## src/rtl/lol_pkg.sv

```systemverilog
package lol_pkg;
   typedef enum logic [1:0] {
      MS_IDLE     = 2'd0,
      MS_WAIT_FB  = 2'd1,
      MS_WAIT_REF = 2'd2
   } meas_st_e;
endpackage

```

## src/rtl/lol_edge_sync.sv

```systemverilog
module lol_edge_sync #(
   parameter int STAGES = 2
) (
   input  logic clk,
   input  logic rst_n,
   input  logic din,
   output logic rise
);
   initial begin
      if (STAGES < 2) $error("lol_edge_sync: STAGES must be at least 2");
   end

   logic [STAGES:0] pipe;

   always_ff @(posedge clk or negedge rst_n) begin
      if (!rst_n) pipe[0] <= 1'b0;
      else        pipe[0] <= din;
   end

   for (genvar g = 1; g <= STAGES; g++) begin : g_stage
      always_ff @(posedge clk or negedge rst_n) begin
         if (!rst_n) pipe[g] <= 1'b0;
         else        pipe[g] <= pipe[g-1];
      end
   end

   assign rise = pipe[STAGES-1] & ~pipe[STAGES];
endmodule

```

## src/rtl/lol_gap_meter.sv

```systemverilog
module lol_gap_meter
   import lol_pkg::*;
#(
   parameter int TW = 8
) (
   input  logic          clk,
   input  logic          rst_n,
   input  logic          ref_rise,
   input  logic          fb_rise,
   output logic          done,
   output logic          tmo,
   output logic [TW-1:0] gap
);
   localparam logic [TW-1:0] MAXC = {TW{1'b1}};
   localparam logic [TW-1:0] ONE  = TW'(1);

   meas_st_e      st;
   logic [TW-1:0] cnt;

   always_ff @(posedge clk or negedge rst_n) begin
      if (!rst_n) begin
         st   <= MS_IDLE;
         cnt  <= '0;
         done <= 1'b0;
         tmo  <= 1'b0;
         gap  <= '0;
      end else begin
         done <= 1'b0;
         tmo  <= 1'b0;
         case (st)
            MS_IDLE: begin
               if (ref_rise && fb_rise) begin
                  done <= 1'b1;
                  gap  <= '0;
               end else if (ref_rise) begin
                  st  <= MS_WAIT_FB;
                  cnt <= ONE;
               end else if (fb_rise) begin
                  st  <= MS_WAIT_REF;
                  cnt <= ONE;
               end
            end
            MS_WAIT_FB: begin
               if (fb_rise) begin
                  done <= 1'b1;
                  gap  <= cnt;
                  st   <= MS_IDLE;
               end else if (ref_rise || cnt == MAXC) begin
                  done <= 1'b1;
                  tmo  <= 1'b1;
                  gap  <= MAXC;
                  st   <= MS_IDLE;
               end else begin
                  cnt <= cnt + ONE;
               end
            end
            MS_WAIT_REF: begin
               if (ref_rise) begin
                  done <= 1'b1;
                  gap  <= cnt;
                  st   <= MS_IDLE;
               end else if (fb_rise || cnt == MAXC) begin
                  done <= 1'b1;
                  tmo  <= 1'b1;
                  gap  <= MAXC;
                  st   <= MS_IDLE;
               end else begin
                  cnt <= cnt + ONE;
               end
            end
            default: st <= MS_IDLE;
         endcase
      end
   end
endmodule

```

## src/rtl/lol_hyst.sv

```systemverilog
module lol_hyst #(
   parameter int TW       = 8,
   parameter bit SHOW_GAP = 1'b1
) (
   input  logic          clk,
   input  logic          rst_n,
   input  logic          done,
   input  logic          tmo,
   input  logic [TW-1:0] gap,
   input  logic [TW-1:0] set_thr,
   input  logic [TW-1:0] clr_thr,
   output logic          lol,
   output logic [TW-1:0] gap_q
);
   always_ff @(posedge clk or negedge rst_n) begin
      if (!rst_n) begin
         lol <= 1'b1;
      end else if (done) begin
         if (tmo || gap > set_thr) lol <= 1'b1;
         else if (gap < clr_thr)   lol <= 1'b0;
      end
   end

   if (SHOW_GAP) begin : g_gap
      always_ff @(posedge clk or negedge rst_n) begin
         if (!rst_n)    gap_q <= '0;
         else if (done) gap_q <= gap;
      end
   end else begin : g_nogap
      assign gap_q = '0;
   end
endmodule

```

## src/rtl/pll_lock_monitor.sv

```systemverilog
module pll_lock_monitor #(
   parameter int TW       = 8,
   parameter int SYNC_STG = 2,
   parameter bit SHOW_GAP = 1'b1
) (
   input  logic          clk_smp,
   input  logic          rst_n,
   input  logic          ref_in,
   input  logic          fb_in,
   input  logic [TW-1:0] set_thr,
   input  logic [TW-1:0] clr_thr,
   output logic          lol,
   output logic [TW-1:0] gap_q
);
   initial begin
      if (TW < 2 || TW > 24) $error("pll_lock_monitor: TW out of range");
   end

   logic          ref_rise;
   logic          fb_rise;
   logic          m_done;
   logic          m_tmo;
   logic [TW-1:0] m_gap;

   lol_edge_sync #(.STAGES(SYNC_STG)) u_sync_ref (
      .clk(clk_smp), .rst_n(rst_n), .din(ref_in), .rise(ref_rise)
   );

   lol_edge_sync #(.STAGES(SYNC_STG)) u_sync_fb (
      .clk(clk_smp), .rst_n(rst_n), .din(fb_in), .rise(fb_rise)
   );

   lol_gap_meter #(.TW(TW)) u_meter (
      .clk(clk_smp), .rst_n(rst_n), .ref_rise(ref_rise), .fb_rise(fb_rise),
      .done(m_done), .tmo(m_tmo), .gap(m_gap)
   );

   lol_hyst #(.TW(TW), .SHOW_GAP(SHOW_GAP)) u_hyst (
      .clk(clk_smp), .rst_n(rst_n), .done(m_done), .tmo(m_tmo), .gap(m_gap),
      .set_thr(set_thr), .clr_thr(clr_thr), .lol(lol), .gap_q(gap_q)
   );
endmodule

```

## config.mk

```make
export PLATFORM = sky130hd
export DESIGN_NAME = pll_lock_monitor
export DESIGN_NICKNAME = d
export VERILOG_FILES = /design/src/rtl/lol_pkg.sv /design/src/rtl/lol_edge_sync.sv /design/src/rtl/lol_gap_meter.sv /design/src/rtl/lol_hyst.sv /design/src/rtl/pll_lock_monitor.sv
export SDC_FILE = /design/constraint.sdc
export NUM_CORES = 1
export LEC_CHECK = 0
export ABC_AREA = 1
export BUFFER_PORTS_ARGS = -buffer_cell sky130_fd_sc_hd__buf_2
export CORE_MARGIN = 8
export CORE_UTILIZATION = 28
export CTS_BUF_LIST = sky130_fd_sc_hd__clkbuf_4 sky130_fd_sc_hd__clkbuf_8 sky130_fd_sc_hd__clkbuf_16
export CTS_CLUSTER_SIZE = 8
export DETAILED_ROUTE_END_ITERATION = 10
export GPL_ROUTABILITY_DRIVEN = 0
export PLACE_DENSITY = 0.51
export RECOVER_POWER = 25
export SLEW_MARGIN = 15
export SYNTH_ARGS = -nofsm -noshare
export SYNTH_HDL_FRONTEND = slang
export SYNTH_HIERARCHICAL = 1
export SYNTH_SLANG_ARGS = --single-unit
```

## constraint.sdc

```tcl
create_clock -name clk_smp -period 3.05 [get_ports clk_smp]
set_clock_uncertainty 0.05 [all_clocks]
set_input_delay 0.1525 -clock clk_smp [delete_from_list [all_inputs] [get_ports clk_smp]]
set_output_delay 0.1525 -clock clk_smp [all_outputs]
set_load 0.01 [all_outputs]
```

==> metrics.md, run 1 <==
| Metric | Value |
|---|---|
| Outcome | `complete, no violations` |
| Final period demand of the worst path | `around 1800 ps` |
| TritonCTS clock tree | `done` |
| Fill cell count | `just under 900` |
| Post-synthesis net count | `about 320` |
| Dpl cells | `about 410` |
| Maximum root-to-sink buffer count | `2` |
| Iteration-0 DRC Markers | `around 110` |
| Proportion of power drawn by flip-flops and latches | `between 30% and 40%` |
| Internal cell power | `between 1 and 1.5 mW` |
| Clock transition at the register clock pins on the worst setup and hold paths after CTS | `about 70 ps` |
| Mean Syn Cell Area | `between 8 and 9 um^2` |
| Power Total | `around 2.1 mW` |
| Post-CTS sizing | `0` |
| I/O Buffers | `28` |
| Final-layout worst hold slack | `299 ps` |
| Number of search-and-repair iterations in the first detailed-routing pass | `4` |
| Unique cell type count in the Yosys netlist | `32` |
| Worst setup path category | `reg -> reg` |
| Share of power burned in the clock network | `roughly 17%` |
| Portion of the post-synthesis area used by sequential elements | `about two fifths` |
| Vias post-DR | `approximately 1800` |
| Detailed Route WL | `between 4 and 5 mm` |
| Maximum net fanout on the critical path | `16` |
| IO Pins | `29` |
| EDFF count, synth | `0` |
| Final number of max-transition violations | `0` |
| Number of vias per cell after detailed routing | `roughly 4.3` |
| Net count reported at finish | `353` |
| Final TNS setup | `0 ps` |
| PD cells | `approximately 820 mW/mm^2` |
| Number of storage elements in the synthesis netlist | `35` |
| Number of sinks on the clock net | `35` |
| Horizontal die dimension | `between 100 and 150 um` |
| Overflow after GRT | `0` |
| Highest clock frequency the design can meet | `about 560 MHz` |
| Count of inserted antenna diode cells | `0` |
| Data arrival time of the critical path | `roughly 1900 ps` |
| Largest net degree at the start of global routing | `36` |
| Post-detailed-route count of antenna-violating nets | `0` |
| Share of total power consumed by net switching | `between 40% and 50%` |
| Root Driver | `sky130_fd_sc_hd__clkbuf_8` |
| Hold/Removal Path Class | `reg -> reg` |
| CTS H-tree depth | `2` |
| Standard-cell rows | `33` |
| Net switching component of the power | `around 950 uW` |
| Number of cells produced by synthesis | `around 280` |
| Most frequently used flop master after synthesis | `sky130_fd_sc_hd__dfrtp_1` |
| Mapped cell area | `0.00227 mm^2` |
| Final cell count without fillers | `~420` |
| Die Area | `approximately 0.011 mm^2` |
| Post-DP HPWL | `roughly 3.6 mm` |
| Number of failing setup endpoints in the final timing report | `0` |
| Number of global-route vias before repair | `between 1500 and 2000` |
| Total CTS buffers | `5` |
| Setup repair after global routing missed its margin | `false` |
| Post-CTS setup buffer count | `0` |
| Kind of start point of the critical path | `flop` |
| Overall routing resource usage | `a little under a tenth` |
| Per-cell routed wire length | `11.3 um` |
| Total count of hold-check failures in the final report | `0` |
| Actual transition at the worst max-transition pin | `around 780 ps` |
| Worst voltage drop across the vdd grid | `roughly 270 uV` |
| Worst rel slew slack | `47.9%` |
| Sort of element at the end of the critical path | `flop` |
| Placeable core area | `roughly 0.008 mm^2` |
| Max Cap Viol | `0` |
| Required arrival time at the worst endpoint | `roughly 3200 ps` |
| Fraction of the cycle the final worst path needs | `58.4%` |
| Number of antenna violations at the first check in global routing | `0` |
| Synth warnings | `6` |
| Gate power share | `a little under half` |
| Skew-Pair Late Insertion Delay | `roughly 280 ps` |
| Number of remaining DRC errors | `0` |
| Area growth from synthesis to final layout | `14.8%` |
| Fraction of final layout cells sized beyond drive strength 1 | `around a fifth` |
| Wire length of the first global-routing pass | `between 8 and 9 mm` |
| Hold-fix buffer count after cts | `3` |
| Overall die height | `between 100 and 150 um` |
| Initial core utilization | `approximately 28%` |
| Post-synth ARST share | `100%` |
| Static leakage | `between 1 and 1.5 nW` |
==> through the flow <==
stage | setup WS, ps | utilization, % | area, um^2
3_5_place_dp | 1290 | 31.1 | 2490
5_1_grt | 1130 | 32.5 | 2600
4_1_cts | 1270 | 32.6 | 2610
2_1_floorplan | 1490 | - | 2270
3_3_place_gp | 1330 | 31.1 | 2490
6_report | 1270 | 32.5 | 2600
==> worst max-delay path: stages (launching register included) <==
cell                      delay [ps]
sky130_fd_sc_hd__dfrtp_1         390
sky130_fd_sc_hd__inv_1            80
sky130_fd_sc_hd__ha_1            340
sky130_fd_sc_hd__or2_2           370
sky130_fd_sc_hd__nand4_4         110
sky130_fd_sc_hd__nand2_4         150
sky130_fd_sc_hd__nand2_1         120
sky130_fd_sc_hd__o21ai_2          50
==> registers in the layout (all words and copies together) (netlist names) <==
signal	cells
u_meter/tmo	1
u_sync_ref/pipe	3
u_meter/gap	8
u_hyst/lol	1
u_meter/cnt	8
u_meter/st	2
u_hyst/gap_q	8
u_meter/done	1
u_sync_fb/pipe	3
==> path summary, 6_finish.rpt <==
kind / start / to / slack, ps / depth (start not counted)
worst max-delay path: u_meter/st[0]$_DFFE_PN0P_ / u_meter/gap[4]$_DFFE_PN0P_ / 1270 / 7
worst min-delay path: u_sync_ref/pipe[0]$_DFF_PN0_ / u_sync_ref/pipe[1]$_DFF_PN0_ / 300 / 0
min in group asynchronous: rst_n / u_sync_fb/pipe[0]$_DFF_PN0_ / 450 / 2
max in group asynchronous: rst_n / u_hyst/gap_q[4]$_DFFE_PN0P_ / 2000 / 2
worst max register to register: u_meter/st[0]$_DFFE_PN0P_ / u_meter/gap[4]$_DFFE_PN0P_ / 1270 / 7
worst min register to register: u_sync_ref/pipe[0]$_DFF_PN0_ / u_sync_ref/pipe[1]$_DFF_PN0_ / 300 / 0
==> cells in the mapped netlist (2+ instances only) <==
master	number	share of area, %
sky130_fd_sc_hd__buf_2	2	0.44
sky130_fd_sc_hd__ha_1	20	11
sky130_fd_sc_hd__nor2_2	4	1.1
sky130_fd_sc_hd__dfrtp_1	34	38
sky130_fd_sc_hd__clkbuf_1	2	0.33
sky130_fd_sc_hd__inv_1	32	5.3
sky130_fd_sc_hd__nand2_1	88	15
sky130_fd_sc_hd__inv_2	3	0.50
sky130_fd_sc_hd__o21ai_2	9	3.5
sky130_fd_sc_hd__o21bai_1	2	0.66
sky130_fd_sc_hd__nand2_2	4	1.1
sky130_fd_sc_hd__o21ai_1	3	0.66
sky130_fd_sc_hd__nor2_4	2	0.99
sky130_fd_sc_hd__o21ai_0	16	3.5
sky130_fd_sc_hd__mux2_2	7	3.5
sky130_fd_sc_hd__nand4_1	2	0.55
sky130_fd_sc_hd__nor2_1	13	2.2
sky130_fd_sc_hd__nand2_4	2	0.99
sky130_fd_sc_hd__a21oi_1	9	2.0
sky130_fd_sc_hd__nand3_1	16	3.5
==> final cells by class <==
class,instances,area (um^2),share of cell area (%)
clock buffer,7,90.1,3.46
clock inverter,1,5.00,0.192
inverter,35,131,5.05
multi-input combinational,205,1210,46.4
sequential,35,877,33.7
tap,105,131,5.05
timing repair buffer,31,159,6.11
==> placed cells by master (no fill, tap or decap), drive strengths merged, types with 2 or more instances in the layout <==
cell	count
nor2	19
mux2	7
o21bai	2
inv	35
ha	20
o21ai	28
nand3	17
clkbuf	16
nand4	3
dfrtp	34
nand2	94
buf	19
a21oi	10
dlygate4sd3	3
==> per-layer routing <==
metal  part of all wire (%)  GRT usage, %  wire length, um  up-vias
li1                       -             -                -      966
met1                     51          11.5             2420      818
met2                     44          15.0             2070       26
met3                    4.4          2.48              207        4
met4                   0.93          3.92               44        0
met5                      0             0                0        -
==> power groups by stage <==
stage	sequential, mW	combinational [mW]	clock, mW
floorplan	0.742	0.841	0
global placement	0.774	1.03	0
finish	0.763	1.02	0.353
global route	0.796	1.21	0.393
detailed placement	0.773	1.05	0
CTS	0.764	1.06	0.377
==> logic make-up (layout without fill, tap and decap cells) <==
kind of cell	Yosys count	count (layout)	share of synthesized area [%]
adders and majority gates	20	20	11.0
DFF	35	35	38.7
xor gates and xnor gates	1	1	0.387
muxes	7	7	3.48
and+or+nand+nor	135	135	27.0
AOI/OAI and AO/OA	42	42	11.4
buffers and inverters	42	74	8.01
Note: power is estimated with default switching activity, not from simulation.
==> run 2, diff against run 1 <==
==> constraint.sdc (replaced) <==
create_clock -name clk_smp -period 1.8 [get_ports clk_smp]
set_clock_uncertainty 0.05 [all_clocks]
set_input_delay 0.09 -clock clk_smp [delete_from_list [all_inputs] [get_ports clk_smp]]
set_output_delay 0.09 -clock clk_smp [all_outputs]
set_load 0.01 [all_outputs]
==> metrics.md, run 2 (synthesis results as in run 1) <==
| Metric | Value |
|---|---|
| Commonest cells after routing, fill and taps aside | `sky130_fd_sc_hd__nand2_1, sky130_fd_sc_hd__dfrtp_1, sky130_fd_sc_hd__inv_1, sky130_fd_sc_hd__ha_1, sky130_fd_sc_hd__buf_2` |
| Kind of start point of the critical path | `flop` |
| Standard-cell rows | `33` |
| Number of remaining DRC errors | `0` |
| Total count of hold-check failures in the final report | `0` |
| Post-DP HPWL | `3.51 mm` |
| Most frequent standard cell in the layout excluding fill and tap cells | `sky130_fd_sc_hd__nand2_1` |
| Internal cell power | `2.11 mW` |
| Actual transition at the worst max-transition pin | `approximately 860 ps` |
| CTS H-tree depth | `2` |
| Worst rel slew slack | `roughly 43%` |
| Post-CTS sizing | `0` |
| Share of total power consumed by net switching | `~43%` |
| Net switching component of the power | `approximately 1.6 mW` |
| Number of failing setup endpoints in the final timing report | `0` |
| Overflow after GRT | `0` |
| Worst voltage drop across the vdd grid | `514 uV` |
| I/O Buffers | `28` |
| Wire length of the first global-routing pass | `8.38 mm` |
| Hold/Removal Path Class | `in -> reg` |
| IO Pins | `29` |
| Maximum root-to-sink buffer count | `2` |
| Required arrival time at the worst endpoint | `about 1900 ps` |
| Worst hold path stage count | `7` |
| Die Area | `between 0.01 and 0.015 mm^2` |
| Highest clock frequency the design can meet | `slightly above 600 MHz` |
| Sort of element at the end of the critical path | `flop` |
| Skew-Pair Late Insertion Delay | `roughly 290 ps` |
| Data arrival time of the critical path | `~1800 ps` |
| Number of search-and-repair iterations in the first detailed-routing pass | `4` |
| Worst setup path category | `reg -> reg` |
| Fraction of the cycle the final worst path needs | `between 90% and 100%` |
| Proportion of power drawn by flip-flops and latches | `between 30 and 40%` |
| Initial core utilization | `roughly 28%` |
| Overall die height | `106 um` |
| Fraction of final layout cells sized beyond drive strength 1 | `around 22%` |
| Top Registers | `u_hyst/gap_q x8, u_meter/cnt x8, u_meter/gap x8` |
| TritonCTS clock tree | `done` |
| Root Driver | `sky130_fd_sc_hd__clkbuf_8` |
| Final TNS setup | `0 ps` |
| Detailed Route WL | `4.56 mm` |
| Setup repair after global routing missed its margin | `false` |
| Number of global-route vias before repair | `roughly 1900` |
| Number of antenna violations at the first check in global routing | `0` |
| Number of sinks on the clock net | `35` |
| Max Cap Viol | `0` |
| Vias post-DR | `1811` |
| Total CTS buffers | `5` |
| Clock transition at the register clock pins on the worst setup and hold paths after CTS | `around 70 ps` |
| Share of power burned in the clock network | `16.9%` |
| Outcome | `complete, no violations` |
| Count of inserted antenna diode cells | `0` |
| Number of vias per cell after detailed routing | `4.25` |
| Overall routing resource usage | `about 8.8%` |
| Post-detailed-route count of antenna-violating nets | `0` |
| Dpl cells | `around 410` |
| Maximum net fanout on the critical path | `16` |
| Per-cell routed wire length | `roughly 11 um` |
| Final cell count without fillers | `around 430` |
| Number of cells traversed by the worst register-to-register path | `7` |
| Largest net degree at the start of global routing | `36` |
| Area growth from synthesis to final layout | `17.6%` |
| Horizontal die dimension | `106 um` |
| Gate power share | `approximately half` |
| Placeable core area | `about 0.0080 mm^2` |
| Final number of max-transition violations | `0` |
| Final period demand of the worst path | `1650 ps` |
| Net count reported at finish | `360` |
| Iteration-0 DRC Markers | `between 70 and 80` |
| Static leakage | `1.38 nW` |
| PD cells | `~1400 mW/mm^2` |
-- run 2: worst max-delay path: stages, from the launching register on --
cell                      delay, ps
sky130_fd_sc_hd__dfrtp_1        400
sky130_fd_sc_hd__buf_4          140
sky130_fd_sc_hd__ha_1           220
sky130_fd_sc_hd__or2_2          300
sky130_fd_sc_hd__nand4_4        110
sky130_fd_sc_hd__nand2_4        140
sky130_fd_sc_hd__nand2_1        120
sky130_fd_sc_hd__o21ai_2         50
-- run 2: power by group through the flow --
stage / registers [mW] / logic (mW) / clock network, mW
after floorplan: 1.26 / 1.42 / 0
after global placement: 1.29 / 1.83 / 0
after detailed placement: 1.30 / 1.86 / 0
after CTS: 1.28 / 1.87 / 0.656
after global routing: 1.32 / 2.14 / 0.683
final: 1.26 / 1.84 / 0.632
-- run 2: path summary, 6_finish.rpt --
path                                              from                      endpoint  slack [ps]
min in group asynchronous                        rst_n   u_sync_fb/pipe[0]$_DFF_PN0_         380
hold / removal                              set_thr[0]        u_hyst/lol$_DFFE_PN1P_         240
hold reg to reg            u_sync_fb/pipe[0]$_DFF_PN0_   u_sync_fb/pipe[1]$_DFF_PN0_         300
setup reg to reg             u_meter/st[0]$_DFFE_PN0P_    u_meter/gap[7]$_DFFE_PN0P_         150
setup / recovery             u_meter/st[0]$_DFFE_PN0P_    u_meter/gap[7]$_DFFE_PN0P_         150
max in group asynchronous                        rst_n  u_sync_ref/pipe[2]$_DFF_PN0_         760
-- run 2: what timing repair did --
action                                  in CTS  in global routing
hold buffers                                 3                  0
endpoints found under the setup margin       0                  1
buffers inserted                             0                  2
endpoints found under the hold margin       36                  0
-- run 2: routing by layer --
metal  GRT usage (%)  vias to the layer above  part of all wire (%)
li1                -                      977                     -
met1            10.3                      794                    49
met2            14.5                       33                    43
met3            3.21                        7                   5.9
met4            3.12                        0                   1.7
met5               0                        -                     0
-- run 2: through the flow --
step | hold WS, ps | util [%] | power (mW) | instance area [um^2] | setup WS [ps]
6_report | 242 | 33.3 | 3.74 | 2660 | 152
5_1_grt | 311 | 33.3 | 4.14 | 2660 | 13.2
4_1_cts | 248 | 33.2 | 3.80 | 2660 | 188
3_5_place_dp | 149 | 31.5 | 3.15 | 2520 | 198
3_3_place_gp | 148 | 31.5 | 3.12 | 2520 | 237
2_1_floorplan | -256 | - | 2.68 | 2270 | 242
-- run 2: final cells by class --
cell class	count	area [um^2]
flip-flops and latches	35	877
multi-input cells	205	1210
clock inverters	1	7.51
fillers	874	5350
inverters	35	131
clock buffers	7	96.3
repair buffers	38	213
well taps	105	131
